<file path="config.mk">
export PLATFORM = sky130hd
export DESIGN_NAME = rom_bank_select
export DESIGN_NICKNAME = d
export VERILOG_FILES = /design/src/rtl/rsel_pkg.sv /design/src/rtl/rsel_bank_latch.sv /design/src/rtl/rsel_strap_decode.sv /design/src/rtl/rsel_enable_decode.sv /design/src/rtl/rom_bank_select.sv
export SDC_FILE = /design/constraint.sdc
export NUM_CORES = 1
export LEC_CHECK = 0
export CORE_AREA = 2 2 39 41
export CTS_BUF_LIST = sky130_fd_sc_hd__clkbuf_8
export DETAILED_ROUTE_END_ITERATION = 8
export DIE_AREA = 0 0 41 43
export DONT_BUFFER_PORTS = 1
export MAX_ROUTING_LAYER = met4
export PLACE_DENSITY = 0.3
export SETUP_SLACK_MARGIN = 0.15
export SLEW_MARGIN = 20
export SYNTH_ARGS = -nofsm -noshare
export SYNTH_HDL_FRONTEND = slang
export SYNTH_HIERARCHICAL = 1
export SYNTH_SLANG_ARGS = --single-unit
</file>
<file path="constraint.sdc">
create_clock -name clk -period 0.95 [get_ports clk]
set_input_delay 0.0475 -clock clk [delete_from_list [all_inputs] [get_ports clk]]
set_output_delay 0.0475 -clock clk [all_outputs]
set_load 0.05 [all_outputs]
</file>
<file path="src/rtl/rsel_pkg.sv">
package rsel_pkg;

  typedef enum logic [1:0] {
    STRAP_RUN   = 2'b00,
    STRAP_DIAG  = 2'b01,
    STRAP_KILL  = 2'b10,
    STRAP_KILL2 = 2'b11
  } strap_e;

  localparam int ROM_N    = 3;
  localparam int IDX_BOOT = 0;
  localparam int IDX_A    = 1;
  localparam int IDX_B    = 2;

  // Latched bank choice: pick_a = 1 selects bank A, upper = 1 selects upper page
  typedef struct packed {
    logic pick_a;
    logic upper;
  } bank_t;

  // Which fetch paths the strap mode allows
  typedef struct packed {
    logic boot_lo;
    logic boot_hi;
    logic banked;
  } permit_t;

  function automatic logic [ROM_N-1:0] rom_bit(input int idx);
    logic [ROM_N-1:0] v;
    v = '0;
    v[idx] = 1'b1;
    return v;
  endfunction

  function automatic bank_t bank_from_data(input logic [1:0] d);
    bank_t b;
    b.pick_a = d[1];
    b.upper  = d[0];
    return b;
  endfunction

endpackage

</file>
<file path="src/rtl/rsel_bank_latch.sv">
module rsel_bank_latch
  import rsel_pkg::*;
#(
  parameter int              SEL_W    = 4,
  parameter logic [SEL_W-1:0] SEL_CODE = SEL_W'(5)
) (
  input  logic             clk,
  input  logic             rst_n,
  input  logic [SEL_W-1:0] dev_sel,
  input  logic             rd_wr,
  input  logic [1:0]       data_lo,
  output bank_t            bank_q,
  output logic             wr_hit
);

  logic  dev_hit;
  bank_t bank_d;

  assign dev_hit = (dev_sel == SEL_CODE);
  assign wr_hit  = dev_hit && rd_wr;
  assign bank_d  = bank_from_data(data_lo);

  always_ff @(posedge clk or negedge rst_n) begin
    if (!rst_n) begin
      bank_q <= '0;
    end else if (wr_hit) begin
      bank_q <= bank_d;
    end
  end

  assert_capture_R1: assert property (@(posedge clk) disable iff (!rst_n)
    wr_hit |=> (bank_q == bank_from_data($past(data_lo))));

  assert_hold_R2: assert property (@(posedge clk) disable iff (!rst_n)
    !wr_hit |=> $stable(bank_q));

  assert_read_no_load_R2: assert property (@(posedge clk) disable iff (!rst_n)
    (dev_hit && !rd_wr) |=> $stable(bank_q));

endmodule

</file>
<file path="src/rtl/rsel_strap_decode.sv">
module rsel_strap_decode
  import rsel_pkg::*;
(
  input  strap_e  strap_mode,
  output permit_t permit
);

  always_comb begin
    permit = '0;
    unique case (strap_mode)
      STRAP_RUN: begin
        permit.boot_lo = 1'b1;
        permit.banked  = 1'b1;
      end
      STRAP_DIAG: begin
        permit.boot_hi = 1'b1;
      end
      STRAP_KILL, STRAP_KILL2: begin
        permit = '0;
      end
      default: permit = '0;
    endcase
  end

  always_comb begin
    assert_strap_excl_R7: assert (!(permit.boot_hi && (permit.boot_lo || permit.banked)));
  end

endmodule

</file>
<file path="src/rtl/rsel_enable_decode.sv">
module rsel_enable_decode
  import rsel_pkg::*;
(
  input  logic             clk,
  input  logic             rst_n,
  input  bank_t            bank_q,
  input  permit_t          permit,
  input  strap_e           strap_mode,
  input  logic             addr_hi,
  input  logic             src_gate,
  output logic [ROM_N-1:0] rom_en,
  output logic             page_sel
);

  logic boot_fetch;
  logic bank_fetch;

  assign boot_fetch = src_gate && !addr_hi && (permit.boot_lo || permit.boot_hi);
  assign bank_fetch = src_gate &&  addr_hi && permit.banked;

  always_comb begin
    rom_en   = '0;
    page_sel = 1'b0;
    if (boot_fetch) begin
      rom_en   = rom_bit(IDX_BOOT);
      page_sel = permit.boot_hi;
    end else if (bank_fetch) begin
      rom_en   = bank_q.pick_a ? rom_bit(IDX_A) : rom_bit(IDX_B);
      page_sel = bank_q.upper;
    end
  end

  assert_onehot_en_R10: assert property (@(posedge clk) disable iff (!rst_n)
    $onehot0(rom_en));

  assert_page_idle_R10: assert property (@(posedge clk) disable iff (!rst_n)
    (rom_en == '0) |-> !page_sel);

  assert_gate_off_R6: assert property (@(posedge clk) disable iff (!rst_n)
    !src_gate |-> (rom_en == '0));

  assert_kill_R8: assert property (@(posedge clk) disable iff (!rst_n)
    (strap_mode[1]) |-> (rom_en == '0));

  assert_boot_low_R4: assert property (@(posedge clk) disable iff (!rst_n)
    (strap_mode == STRAP_RUN && !addr_hi && rom_en[IDX_BOOT]) |-> !page_sel);

  assert_bank_off_R4: assert property (@(posedge clk) disable iff (!rst_n)
    !addr_hi |-> (!rom_en[IDX_A] && !rom_en[IDX_B]));

  assert_boot_off_R5: assert property (@(posedge clk) disable iff (!rst_n)
    addr_hi |-> !rom_en[IDX_BOOT]);

  assert_diag_R7: assert property (@(posedge clk) disable iff (!rst_n)
    (strap_mode == STRAP_DIAG && rom_en != '0) |-> (rom_en[IDX_BOOT] && page_sel));

endmodule

</file>
<file path="src/rtl/rom_bank_select.sv">
module rom_bank_select
  import rsel_pkg::*;
#(
  parameter int SEL_W = 4
) (
  input  logic             clk,
  input  logic             rst_n,
  input  logic [SEL_W-1:0] dev_sel,
  input  logic             rd_wr,
  input  logic [1:0]       data_lo,
  input  logic             addr_hi,
  input  logic             src_gate,
  input  logic [1:0]       strap,
  output logic [ROM_N-1:0] rom_en,
  output logic             page_sel
);

  localparam logic [SEL_W-1:0] SEL_CODE = SEL_W'(5);

  strap_e  strap_mode;
  bank_t   bank_q;
  permit_t permit;
  logic    wr_hit;

  assign strap_mode = strap_e'(strap);

  rsel_bank_latch #(
    .SEL_W   (SEL_W),
    .SEL_CODE(SEL_CODE)
  ) u_latch (
    .clk    (clk),
    .rst_n  (rst_n),
    .dev_sel(dev_sel),
    .rd_wr  (rd_wr),
    .data_lo(data_lo),
    .bank_q (bank_q),
    .wr_hit (wr_hit)
  );

  rsel_strap_decode u_strap (
    .strap_mode(strap_mode),
    .permit    (permit)
  );

  rsel_enable_decode u_dec (
    .clk       (clk),
    .rst_n     (rst_n),
    .bank_q    (bank_q),
    .permit    (permit),
    .strap_mode(strap_mode),
    .addr_hi   (addr_hi),
    .src_gate  (src_gate),
    .rom_en    (rom_en),
    .page_sel  (page_sel)
  );

  assert_reset_bank_R9: assert property (@(posedge clk)
    !rst_n |=> (bank_q == '0) || !rst_n || $past(wr_hit));

  assert_write_used_R1: assert property (@(posedge clk) disable iff (!rst_n)
    (wr_hit && strap_mode == STRAP_RUN && addr_hi && src_gate) |=>
      ((strap_mode != STRAP_RUN) || !addr_hi || !src_gate ||
       (page_sel == $past(data_lo[0]) && rom_en[IDX_A] == $past(data_lo[1]))));

endmodule

</file>
==> flow_summary.toml <==
[routing]
drt-vias-per-instance = 4.00
vias = 160
firstDrtPassIters = 1
drc = 0
first_iter_violations = 0
wl_per_cell_um = 11.4
postRouteAntennaNets = 0
wirelength_um = 455

[power]
intPower_uw = 414
peakVddDrop_mv = 0.652
seqPwrFrac = 0.237
p_sw_frac = 0.245
clkPwrFrac = 0.605
powerDensity_nw_per_um2 = 2010
p_leak_uw = 0.0000998
switching_power_uw = 134
total_power_uw = 549
combPwrFrac = 0.159

[cts]
cts_setup_buffers = 0
cts_tree = "yes"
path_clk_slew_ps = 30
htreeDepth = 1
clock_sinks = 2
root_buffer = "clkbuf_8"
clk_path_buf_depth = 2
worstSkewPairLatency_ps = 210
numCtsBuffers = 3

[placement]
gp_congestion = 0.518
io_buffers = 0
place_ws_ps = 97.8

[global_routing]
use_met1 = 0.0386
grt_pass1_wl_um = 641
top_usage_layer = "met2"
grtUsageMet2 = 0.100
grt_max_degree = 5
antenna_found_initial = 0
grt_overflow_total = 0
use_met3 = 0.0471
grt_pass1_vias = 188
track_usage = 0.0669

[sta]
tns_ps = -35.4
setup_slack_ps = -25.6
fin_worst_skew_ps = 0
rsz0062_at_grt = "yes"
whs_ps = 69.8
finalHoldViolCount = 0
slew-limit-headroom = 0.783
max_freq_ghz = 1.03
slew_violations = 0
setup_viol = 2
tightestPinTransition_ps = 325
min_period_ps = 976
post-route-period-util = 1.03

[yosys]
synth_top_area_cell = "dfrtp_1"
ys_seq_area_frac = 0.313
synth_area_um2 = 160
syn-num-nets = 32
synthCells = 19
synth_seq_cells = 2
synth_area_leaders = "dfrtp_1, mux2_2, buf_4, nor2_1, nand4b_1"
synth_cell_type_count = 13
syn-mean-instance-area_um2 = 8.43
synth_warnings = 6
synth_top_area_frac = 0.313

[hold_path]
min_path_type = "primary input to asynchronous set/reset pin"

[final_layout]
multi_input_area_um2 = 119
largest_reg_flops = 2
nNetsFinal = 39
diodes = 0
largest_register = "u_latch/bank_q"
reg_top3 = "u_latch/bank_q (2)"
synthToLayoutAreaGrowth_pct = 70.3
layout-drive-gt1-share = 0.583
regArea_um2 = 51.3
n_fill_cell = 163

[critical_path]
cp_max_fo = 3
cp-start-kind = "flop"
critPathRequiredTime_ps = 900
cp-end-kind = "output port"
crit_type = "flop to output port"
cp.arrival_ps = 930

[status]
violations = "setup timing"
status = "finished, violations left"

[floorplanning]
rows = 14
coreArea_um2 = 1380
die-area_um2 = 1760
num_io_pins = 17
start_util = 0.116
die_x_um = 41
die_h_um = 43

[run]
drv_cap = 0
-- Yosys cell counts --
master,instances
nor2_1,4
buf_4,2
dfrtp_1,2
mux2_2,2
inv_1,1
nand2_1,1
nand3_1,1
nand3b_1,1
nand4_1,1
nand4b_1,1
nor2_2,1
nor2b_2,1
nor3b_1,1
-- metal layers --
layer  up-vias  wire, µm  part of all wire
li1         73         -                 -
met4         0         0                 0
met5         -         0                 0
met2        17       241              0.53
met1        70       131              0.29
met3         0        82              0.18
-- through the flow --
step | cells | utilization | cell area, µm²
after floorplan | 19 | - | 178
after global placement | 34 | 0.141 | 195
after detailed placement | 34 | 0.141 | 195
after CTS | 40 | 0.197 | 273
after global routing | 40 | 0.197 | 273
final | 40 | 0.197 | 273
-- area by class of cell --
| type | count | share of cell area |
|---|---|---|
| multi-input cells | 14 | 0.436 |
| flip-flops and latches | 2 | 0.188 |
| clock buffers | 3 | 0.151 |
| repair buffers | 4 | 0.138 |
| well taps | 16 | 0.0734 |
| inverters | 1 | 0.0138 |
-- worst paths after layout --
check | startpoint | to | slack (ps) | cells after the start
hold reg to reg | u_latch/bank_q[0] | u_latch/bank_q[0] | 520 | 1
min in group clk | dev_sel[1] | u_latch/bank_q[1] | 110 | 2
max in group asynchronous | rst_n | u_latch/bank_q[1] | 750 | 1
hold / removal | rst_n | u_latch/bank_q[0] | 70 | 1
setup / recovery | u_latch/bank_q[1] | rom_en[1] | -30 | 2
setup reg to reg | u_latch/bank_q[1] | u_latch/bank_q[1] | 140 | 1
-- power by group through the flow --
| stage | registers (µW) | clock network, µW | logic [µW] |
|---|---|---|---|
| after CTS | 132 | 345 | 87.1 |
| final | 130 | 332 | 87.0 |
| after global routing | 136 | 353 | 94.0 |
| after floorplan | 121 | 0 | 72.0 |
| after global placement | 127 | 0 | 72.3 |
| after detailed placement | 129 | 0 | 74.3 |
-- cells by family after synthesis --
group | after synthesis | synth area share
flops | 2 | 0.313
buf+inv | 3 | 0.117
simple gates | 12 | 0.430
mux | 2 | 0.141
-- worst max-delay path, stage by stage, from the launching register on --
cell and delay, ps:
dfrtp_2 400, inv_2 60, nor2_4 270
-- repair_timing --
| item | in CTS | in global routing |
|---|---|---|
| resized for setup | 3 | 0 |
| pin swaps | 4 | 0 |
| endpoints found under the setup margin | 4 | 4 |
| endpoints found under the hold margin | 4 | 0 |
| hold buffers | 3 | 0 |
-- layout by cell type, fill, tap and decap left out --
cell and n:
dfrtp_2 1, nand4b_1 1, nand4_1 1, clkbuf_8 3, mux2_2 2, nor2_1 2
nor2_4 2, nor2b_2 1, nand2_4 1, nor3b_2 1, nand3b_1 1, dlygate4sd3_1 3
nor2_2 1, buf_4 1, dfrtp_1 1, nand3_1 1, inv_2 1
Power figures use the tool's default switching activity.
